<file path="src/rtl/tmr_pkg.sv">
// Shared types and helpers for the timer channel.
// Assumes: mode codes are three bits wide, and codes 6 and 7 alias the rate and square modes.
package tmr_pkg;

    typedef enum logic [2:0] {
        MODE_TC       = 3'd0,
        MODE_ONESHOT  = 3'd1,
        MODE_RATE     = 3'd2,
        MODE_SQUARE   = 3'd3,
        MODE_SWSTROBE = 3'd4,
        MODE_HWSTROBE = 3'd5
    } tmr_mode_e;

    // Folds codes 6 and 7 onto 2 and 3.
    function automatic tmr_mode_e norm_mode(input logic [2:0] code);
        if (code[2] && code[1])
            return tmr_mode_e'({1'b0, code[1:0]});
        return tmr_mode_e'(code);
    endfunction

endpackage

</file>
<file path="src/rtl/tmr_dec.sv">
// Combinational one-step decrement of the count.
// Binary: wraps 0 to all ones. Decimal: each nibble is a digit, borrows ripple
// upward, and all zeros wraps to all nines.
// Assumes W is a multiple of 4.
module tmr_dec #(
    parameter int W = 16
) (
    input  logic [W-1:0] value,
    input  logic         bcd,
    output logic [W-1:0] result
);
    localparam int DIGITS = W / 4;

    logic [DIGITS-1:0] borrow;
    logic [DIGITS-1:0] in_ok;
    logic [DIGITS-1:0] out_ok;
    logic [W-1:0]      bcd_res;

    assign borrow[0] = 1'b1;

    for (genvar i = 0; i < DIGITS; i++) begin : g_digit
        logic [3:0] d;
        assign d = value[4*i +: 4];
        // One decade: borrow taken here turns 0 into 9.
        assign bcd_res[4*i +: 4] = !borrow[i] ? d : ((d == 4'd0) ? 4'd9 : d - 4'd1);
        assign in_ok[i]  = (d <= 4'd9);
        assign out_ok[i] = (bcd_res[4*i +: 4] <= 4'd9);
        if (i < DIGITS - 1) begin : g_borrow
            assign borrow[i+1] = borrow[i] && (d == 4'd0);
        end
    end

    assign result = bcd ? bcd_res : (value - W'(1));

    // Valid decimal input must give valid decimal output.
    always_comb begin
        if (bcd && (&in_ok)) begin
            assert_bcd_digits_R10: assert (&out_ok)
                else $error("decimal decrement produced a non-decimal digit");
        end
    end

endmodule

</file>
<file path="src/rtl/tmr_half_split.sv">
// Splits a period N into the high and low half lengths of the square wave.
// High = ceil(N/2), low = floor(N/2); N = 0 stands for 2^W.
// Assumes N >= 2 when used.
module tmr_half_split #(
    parameter int W = 16
) (
    input  logic [W-1:0] n,
    output logic [W-1:0] hi,
    output logic [W-1:0] lo
);
    logic [W:0] n_ext;

    assign n_ext = {(n == '0), n};
    assign lo    = n_ext[W:1];
    assign hi    = n_ext[W:1] + W'(n_ext[0]);

endmodule

</file>
<file path="src/rtl/tmr_gate_edge.sv">
// Registers the gate and flags a low-to-high transition.
// Assumes gate is already synchronous to clk. The stored level resets high,
// so a gate that is already high when reset ends is not taken as an edge.
module tmr_gate_edge (
    input  logic clk,
    input  logic rst_n,
    input  logic gate,
    output logic rise
);
    logic gate_q;

    // Keeps last cycle's gate level.
    always_ff @(posedge clk) begin
        if (!rst_n) gate_q <= 1'b1;
        else        gate_q <= gate;
    end

    assign rise = gate && !gate_q;

endmodule

</file>
<file path="src/rtl/tmr_channel.sv">
// One programmable down-counter timer channel with six output modes.
// Holds the count, the reload value, the mode, the armed and running flags and
// the output level. Configuration outranks load, and load outranks counting.
// Assumes: inputs are synchronous to clk; in modes 2 and 3 the loaded N is >= 2;
// mode 3 ignores the decimal select.
module tmr_channel #(
    parameter int CNT_W = 16
) (
    input  logic             clk,
    input  logic             rst_n,
    input  logic             cfg_wr,
    input  logic [2:0]       cfg_mode,
    input  logic             cfg_bcd,
    input  logic             cnt_hold,
    input  logic             cnt_load,
    input  logic [CNT_W-1:0] cnt_value,
    input  logic             gate,
    output logic             wave_out,
    output logic [CNT_W-1:0] count_now
);
    import tmr_pkg::*;

    localparam logic [CNT_W-1:0] ONE = CNT_W'(1);

    logic [CNT_W-1:0] cnt_q, cnt_n, reload_q, reload_n;
    tmr_mode_e        mode_q, mode_n;
    logic             bcd_q, bcd_n, armed_q, armed_n, run_q, run_n, out_q, out_n;

    logic [CNT_W-1:0] dec_val, half_src, half_hi, half_lo;
    logic             dec_zero, gate_rise, use_bcd;

    assign use_bcd  = bcd_q && (mode_q != MODE_SQUARE);
    assign half_src = cnt_load ? cnt_value : reload_q;
    assign dec_zero = (dec_val == '0);

    tmr_dec #(.W(CNT_W)) u_dec (
        .value  (cnt_q),
        .bcd    (use_bcd),
        .result (dec_val)
    );

    tmr_half_split #(.W(CNT_W)) u_half (
        .n  (half_src),
        .hi (half_hi),
        .lo (half_lo)
    );

    tmr_gate_edge u_gate (
        .clk   (clk),
        .rst_n (rst_n),
        .gate  (gate),
        .rise  (gate_rise)
    );

    // Next-state selection: configuration, then load, then the mode's count step.
    always_comb begin
        cnt_n    = cnt_q;
        reload_n = reload_q;
        mode_n   = mode_q;
        bcd_n    = bcd_q;
        armed_n  = armed_q;
        run_n    = run_q;
        out_n    = out_q;
        if (cfg_wr) begin
            mode_n  = norm_mode(cfg_mode);
            bcd_n   = cfg_bcd;
            armed_n = 1'b0;
            run_n   = 1'b0;
            out_n   = (norm_mode(cfg_mode) != MODE_TC);
        end else if (cnt_load) begin
            reload_n = cnt_value;
            armed_n  = 1'b1;
            case (mode_q)
                MODE_TC:       begin cnt_n = cnt_value; out_n = 1'b0; run_n = 1'b1; end
                MODE_RATE,
                MODE_SWSTROBE: begin cnt_n = cnt_value; out_n = 1'b1; run_n = 1'b1; end
                MODE_SQUARE:   begin cnt_n = half_hi;   out_n = 1'b1; run_n = 1'b1; end
                MODE_HWSTROBE: out_n = 1'b1;
                default:       ;
            endcase
        end else begin
            case (mode_q)
                MODE_TC: begin
                    if (run_q && gate && !cnt_hold) begin
                        cnt_n = dec_val;
                        if (dec_zero) out_n = 1'b1;
                    end
                end
                MODE_ONESHOT: begin
                    if (gate_rise && armed_q) begin
                        cnt_n = reload_q;
                        out_n = 1'b0;
                        run_n = 1'b1;
                    end else if (run_q) begin
                        cnt_n = dec_val;
                        if (dec_zero) begin
                            out_n = 1'b1;
                            run_n = 1'b0;
                        end
                    end
                end
                MODE_RATE: begin
                    if (run_q && gate) begin
                        cnt_n = (cnt_q == ONE) ? reload_q : dec_val;
                        out_n = (cnt_n != ONE);
                    end
                end
                MODE_SQUARE: begin
                    if (run_q && gate) begin
                        if (cnt_q == ONE) begin
                            out_n = !out_q;
                            cnt_n = out_q ? half_lo : half_hi;
                        end else begin
                            cnt_n = cnt_q - ONE;
                        end
                    end
                end
                MODE_SWSTROBE: begin
                    if (!out_q) out_n = 1'b1;
                    if (run_q && gate) begin
                        cnt_n = dec_val;
                        if (armed_q && dec_zero) begin
                            out_n   = 1'b0;
                            armed_n = 1'b0;
                        end
                    end
                end
                MODE_HWSTROBE: begin
                    if (!out_q) out_n = 1'b1;
                    if (gate_rise && armed_q) begin
                        cnt_n = reload_q;
                        run_n = 1'b1;
                    end else if (run_q) begin
                        cnt_n = dec_val;
                        if (dec_zero) begin
                            out_n = 1'b0;
                            run_n = 1'b0;
                        end
                    end
                end
                default: ;
            endcase
        end
    end

    // State registers with synchronous active-low reset.
    always_ff @(posedge clk) begin
        if (!rst_n) begin
            cnt_q    <= '0;
            reload_q <= '0;
            mode_q   <= MODE_TC;
            bcd_q    <= 1'b0;
            armed_q  <= 1'b0;
            run_q    <= 1'b0;
            out_q    <= 1'b0;
        end else begin
            cnt_q    <= cnt_n;
            reload_q <= reload_n;
            mode_q   <= mode_n;
            bcd_q    <= bcd_n;
            armed_q  <= armed_n;
            run_q    <= run_n;
            out_q    <= out_n;
        end
    end

    assign wave_out  = out_q;
    assign count_now = cnt_q;

    // Mode 0: once high, the output stays high until reconfigured or reloaded.
    assert_tc_stays_high_R3: assert property (@(posedge clk) disable iff (!rst_n)
        (mode_q == MODE_TC && out_q && !cfg_wr && !cnt_load) |=> wave_out);

    // Mode 2: the low pulse never lasts past one clock while counting is enabled.
    assert_rate_pulse_one_clock_R5: assert property (@(posedge clk) disable iff (!rst_n)
        (mode_q == MODE_RATE && !out_q && gate && reload_q != ONE && !cfg_wr && !cnt_load)
        |=> wave_out);

    // Mode 3: the output changes only where a half period ends.
    assert_square_toggle_at_end_R6: assert property (@(posedge clk) disable iff (!rst_n)
        (mode_q == MODE_SQUARE && run_q && gate && cnt_q != ONE && !cfg_wr && !cnt_load)
        |=> $stable(wave_out));

    // Mode 4: the strobe is one clock wide.
    assert_sw_strobe_width_R7: assert property (@(posedge clk) disable iff (!rst_n)
        (mode_q == MODE_SWSTROBE && !out_q && !cfg_wr) |=> wave_out);

    // Mode 5: the strobe is one clock wide.
    assert_hw_strobe_width_R9: assert property (@(posedge clk) disable iff (!rst_n)
        (mode_q == MODE_HWSTROBE && !out_q && !cfg_wr) |=> wave_out);

endmodule

</file>
<file path="config.mk">
export PLATFORM = sky130hd
export DESIGN_NAME = tmr_channel
export DESIGN_NICKNAME = d
export VERILOG_FILES = /design/src/rtl/tmr_pkg.sv /design/src/rtl/tmr_dec.sv /design/src/rtl/tmr_half_split.sv /design/src/rtl/tmr_gate_edge.sv /design/src/rtl/tmr_channel.sv
export SDC_FILE = /design/constraint.sdc
export NUM_CORES = 1
export LEC_CHECK = 0
export BUFFER_PORTS_ARGS = -buffer_cell sky130_fd_sc_hd__buf_4
export CORE_ASPECT_RATIO = 0.9
export CORE_MARGIN = 3
export CORE_UTILIZATION = 35
export DETAILED_ROUTE_END_ITERATION = 7
export PLACE_DENSITY = 0.56
export REMOVE_ABC_BUFFERS = 1
export SKIP_CTS_REPAIR_TIMING = 1
export SYNTH_ARGS = -nofsm -noshare
export SYNTH_HDL_FRONTEND = slang
export SYNTH_SLANG_ARGS = --single-unit
</file>
<file path="constraint.sdc">
create_clock -name clk -period 4.8 [get_ports clk]
set_input_delay 0.24 -clock clk [delete_from_list [all_inputs] [get_ports clk]]
set_output_delay 0.24 -clock clk [all_outputs]
set_load 0.005 [all_outputs]
</file>
==> Word-level counts from Yosys, hierarchy flattened <==
Cells that the tools add are included.
{ "op_classes": {"n_reduce_logical": 35, "muxes": 51, "n_addsub": 6, "eq_ne": 21, "bitwise": 2} }
{ "op_table": {"columns": ["op", "n"], "rows": [
  ["$mux W16", 12],
  ["$pmux W16 S5", 1],
  ["$logic_not A16 Y1", 2],
  ["$pmux W16 S2", 1],
  ["$mux W4", 7],
  ["$mux W1", 25],
  ["$add A16 B1 Y16", 1],
  ["$eq A16 B1 Y1 const B", 1],
  ["$logic_not A4 Y1", 4],
  ["$ne A16 B1 Y1 const B", 1],
  ["$ne A4 B4 Y1 const B", 4],
  ["$sub A16 B1 Y16 const B", 1],
  ["$sub A4 B1 Y4 const B", 4],
  ["$ne A3 B3 Y1 const B", 4],
  ["$logic_and A1 B1 Y1", 9],
  ["$mux W3", 3],
  ["$reduce_and A8 Y1", 1],
  ["$reduce_bool A2 Y1", 4],
  ["$reduce_bool A8 Y1", 1],
  ["$reduce_or A4 Y1", 2],
  ["$reduce_and A7 Y1", 1],
  ["$eq A3 B2 Y1 const B", 2],
  ["$eq A3 B3 Y1 const B", 2],
  ["$ne A3 B2 Y1 const B", 2],
  ["16 further kinds", 20]
]} }
{ "word_totals": {"regBits": 40, "out_inout_bits": 17, "in_bits": 26, "word_cells": 123} }

==> Depth between registers and ports, before layout <==
{ "logic_depth": {"ltp_word": 12, "ltp_mapped": 16, "depth_no_buf": 11} }

==> Cells and area by module <==
Synthesis repeated with hierarchy kept, for this count alone.
{ "unflattened": {"cells_unflattened": 635, "area_unflattened_um2": 4837.1} }
{ "modules_own_cells": {"columns": ["module", "instances", "seq_area_each_um2", "area_each_um2", "cells_each"], "rows": [
  ["tmr_channel", 1, 780.7, 3808.7, 493],
  ["tmr_half_split", 1, 0.0, 508.0, 68],
  ["tmr_dec", 1, 0.0, 480.5, 71],
  ["tmr_gate_edge", 1, 20.0, 40.0, 3]
]} }

==> Worst setup path before layout <==
No wires, ideal clock.
{ "synth_path": {"path_type": "input -> register", "startpoint": "input cnt_load", "endpoint": "register cnt_q[14] (netlist: count_now[14])", "n_path_buf": 5, "t_required_ns": 4.720, "cell_stages": 16, "setup_ns": 0.080, "arrival_time_ns": 3.871, "setup_slack_ns": 0.849, "cell_sequence": "clkbuf_1 -> clkbuf_1 -> buf_1 -> clkbuf_1 -> clkbuf_1 -> mux2i_1 -> inv_1 -> ha_1 -> ha_1 -> o221a_2 -> or4bb_1 -> xnor2_1 -> o211ai_1 -> nor2_1 -> o211ai_1 -> nor3b_1"} }
{ "synth_via": {"elab_chain_len": 7, "word_cells_on_any_way": 16, "cone_classes": "add/sub (1); eq/ne (6); mux (7); reduce/logical (2)"} }
{ "synth_lines": {"columns": ["item", "line_no", "rtl"], "rows": [
  ["from (decl)", "tmr_channel.sv:15", "input logic cnt_load,"],
  ["$mux W16 (*)", null, null],
  ["net half_src[0]", "tmr_channel.sv:29", "logic [CNT_W-1:0] dec_val, half_src, half_hi, half_lo;"],
  ["$add A16 B1 Y16 (*)", "tmr_half_split.sv:15", "assign hi = n_ext[W:1] + W'(n_ext[0]);"],
  ["$mux W16", "tmr_channel.sv:112", "cnt_n = out_q ? half_lo : half_hi;"],
  ["$mux W16", "tmr_channel.sv:110", "if (cnt_q == ONE) begin"],
  ["$mux W16", "tmr_channel.sv:109", "if (run_q && gate) begin"],
  ["$pmux W16 S5", "tmr_channel.sv:82", "case (mode_q)"],
  ["$mux W16 (*)", "tmr_channel.sv:70", "end else if (cnt_load) begin"],
  ["to (signal assigned)", "tmr_channel.sv:157", "cnt_q <= cnt_n;"],
  ["to (decl)", "tmr_channel.sv:25", "logic [CNT_W-1:0] cnt_q, cnt_n, reload_q, reload_n;"]
]} }
Mark *: on every way through the listed nets, which the timed path passes. The rest lies on a longest branch. The select of a mux whose other input is x is not followed.
A chain may end at the register's enable or synchronous reset.

==> Final worst setup path <==
{ "layout_path": {"startpoint": "register cnt_q[4] (netlist: count_now[4])", "endpoint": "register out_q (netlist: wave_out)"} }
{ "layout_via": {"elab_chain_len": 12, "word_cells_on_any_way": 30, "cone_classes": "add/sub (2); eq/ne (3); mux (19); reduce/logical (6)"} }
{ "layout_lines": {"columns": ["item", "line_no", "rtl"], "rows": [
  ["branches (longest 12 deep; another with $sub A16 B1 Y16)", null, null],
  ["to (signal assigned)", "tmr_channel.sv:163", "out_q <= out_n;"],
  ["to (decl)", "tmr_channel.sv:27", "logic bcd_q, bcd_n, armed_q, armed_n, run_q, run_n, out_q, out_n;"]
]} }
Parallel ways; which one is timed is not known. The select of a mux whose other input is x is not followed.

==> reports/qor.yml <==
synthesis:
  synth_top_area_share: 0.183
  synth_top_cell_by_area: "dfxtp_1"
  yosysSeqAreaShare: 0.183
  ys_seq_elements: 40
  synth.avg_cell_area_sq_um: 6.84
  yosysUniqueCellTypes: 67
  yosys-top-cells-area: "dfxtp_1 (18%), nand2_1 (7.7%), a21oi_1 (6.8%)"
  async_flop_share: 0
  syn_area_sq_um: 4370
  synth-edff-count: 0
  postSynthCellCount: 639
  ys.warnings.count: 0
  ys.flop_type: "dfxtp_1"
clock_network:
  ctsRootBufferMaster: "clkbuf_16"
  worst_skew_pair.late_latency_ns: 0.30
  cts_made_buffers: 5
  cts_tree: "built"
  cts.sinks: 40
  clockBufferDepth: 2
  path_clk_slew_ns: 0.07
  cts_max_level: 2
sta:
  fin_setup_tns_ns: 0
  final-hold-violation-count: 0
  rsz0062_at_grt: "no"
  fin_skew_ns: 0.00557
  period_share: 0.805
  slew_viol_final: 0
  relSlewSlack: 0.406
  worst_pin_slew_ns: 0.890
  finalSetupViolCount: 0
  max_freq_mhz: 259
  timing.final.crit_period_ns: 3.86
setup_path:
  rr_startpoint: "count_now[4]"
  regToRegSetupSlack_ns: 0.94
  arrival_ns: 4.11
  crit_slowest_cell: "or4_1"
  crit_type: "flop to flop"
  crit_fanout: 13
  path_buf_inv: 0
  r2r_cells: 8
  rr_endpoint: "wave_out"
  cp_common_cell: "or4_1"
  cp.required_ns: 5.04
  cp_top_family: "simple AND/OR/NAND/NOR gates"
  crit_chain: "or4_1 -> or4_1 -> and2_1 -> o311ai_2 -> mux2i_1 -> or4_1 -> a41oi_1 -> a221o_1"
  cp-end-kind: "flop"
  crit_path_start_kind: "flop"
  critical_path_depth: 8
  worst_path_largest_cell_delay_ns: 0.83
detailed_routing:
  routed-via-count: 5030
  wl_per_cell_microns: 21.6
  drcViolationCount: 0
  drtAntennaViolNets: 0
  first_iter_violations: 525
  routed_wl_microns: 17300
  drt_pre_antenna_iters: 5
  via_per_inst: 6.28
min_path:
  min_to: "u_gate.gate_q"
  min_from: "gate"
  hp-class: "primary input to flop"
  holdPathStages: 2
floorplanning:
  core-area_sq_um: 12100
  start_util: 0.361
  die-width_microns: 124
  die_area_sq_um: 13900
  num_io_pins: 43
  die_h_microns: 112
  rows: 38
layout:
  nNetsFinal: 672
  layout_common_cells: "nand2_1 (90), a21oi_1 (59), nor2_1 (53)"
  syn2layout_area_growth_pct: 11.3
  finalNonFillerCells: 801
  antenna_cells: 0
  drive_above_1_share: 0.106
  final_common_cell: "nand2_1"
placed_design:
  place_hpwl_microns: 12800
  gp_congestion: 0.949
  portBuffers: 42
  dp_cells: 793
global_route:
  antenna_found_initial: 0
  grt-ovfl-total: 0
  grt_pass1_wl_microns: 27300
  groute.usage.overall: 0.252
  grt_max_degree: 51
  first_global_vias: 4705
pwr:
  ir_drop_mv: 0.102
  p_per_area_nw_per_um2: 262
  p_leak_nw: 1.83
job:
  drv_cap: 0
status:
  status: "finished, final reports clean"
-- flip-flops by register name, summed over array words and instances (netlist names) --
register	count
wave_out	1
mode_q	3
reload_q	16
bcd_q	1
run_q	1
armed_q	1
count_now	16
u_gate.gate_q	1
-- kinds of logic after synthesis --
logic type	after synthesis	synth area share
adders and majority gates	6	0.0172
AOI/OAI and AO/OA	206	0.311
and+or+nand+nor	257	0.295
muxes	20	0.0461
xor gates and xnor gates	41	0.0821
DFF	40	0.183
buffers and inverters	69	0.0649
-- Yosys cell counts, types with 15 or more instances --
cell       n
nor4_1    15
nand2_1   90
mux2i_1   19
xor2_1    16
o211ai_1  17
xnor2_1   25
a21oi_1   59
nor2_1    53
o21ai_0   34
nor3_1    17
clkbuf_1  46
dfxtp_1   40
-- routing by layer --
metal  track usage  up-vias  wire [microns]
li1              -     2363               -
met1         0.372     2340            7670
met2         0.351      294            7220
met3        0.0816       33            2050
met4        0.0627        0             371
met5             0        -               0
-- worst register-to-register path, delay by kind of cell (launching register included) --
kind               cells  cell delay (ns)
and+or+nand+nor        4             2.51
muxes                  1             0.15
AOI/OAI and AO/OA      3             0.70
DFF                    1             0.45
-- worst max-delay path by stage --
stage,startpoint,to
5_1_grt,count_now[4],wave_out
6_report,count_now[4],wave_out
3_5_place_dp,count_now[4],wave_out
3_3_place_gp,count_now[4],wave_out
2_1_floorplan,mode_q[1],wave_out
4_1_cts,count_now[4],wave_out
-- through the flow --
step	total power, mW	hold WS (ns)	area [sq um]	worst slack (ns)	utilization
finish	1.28	0.171	4870	0.936	0.401
global placement	0.909	0.470	4720	1.05	0.389
CTS	1.27	0.171	4870	0.982	0.401
global route	1.35	0.198	4870	0.759	0.401
detailed placement	0.903	0.483	4720	0.995	0.389
floorplan	0.714	0.313	4130	1.28	-
-- final cells by class --
| class | count | area [sq um] |
|---|---|---|
| Fill cell | 1275 | 7260 |
| Sequential cell | 40 | 801 |
| Tap cell | 160 | 200 |
| Inverter | 12 | 45.0 |
| Clock inverter | 1 | 7.51 |
| Clock buffer | 7 | 143 |
| Multi-Input combinational cell | 530 | 3290 |
| Timing Repair Buffer | 51 | 383 |
-- where the power goes --
| group | internal (mW) | switching, mW | leakage (nW) |
|---|---|---|---|
| registers | 0.354 | 0.0629 | 0.328 |
| clock network | 0.208 | 0.156 | 0.0701 |
| logic | 0.195 | 0.302 | 1.43 |
Power figures use the tool's default switching activity.
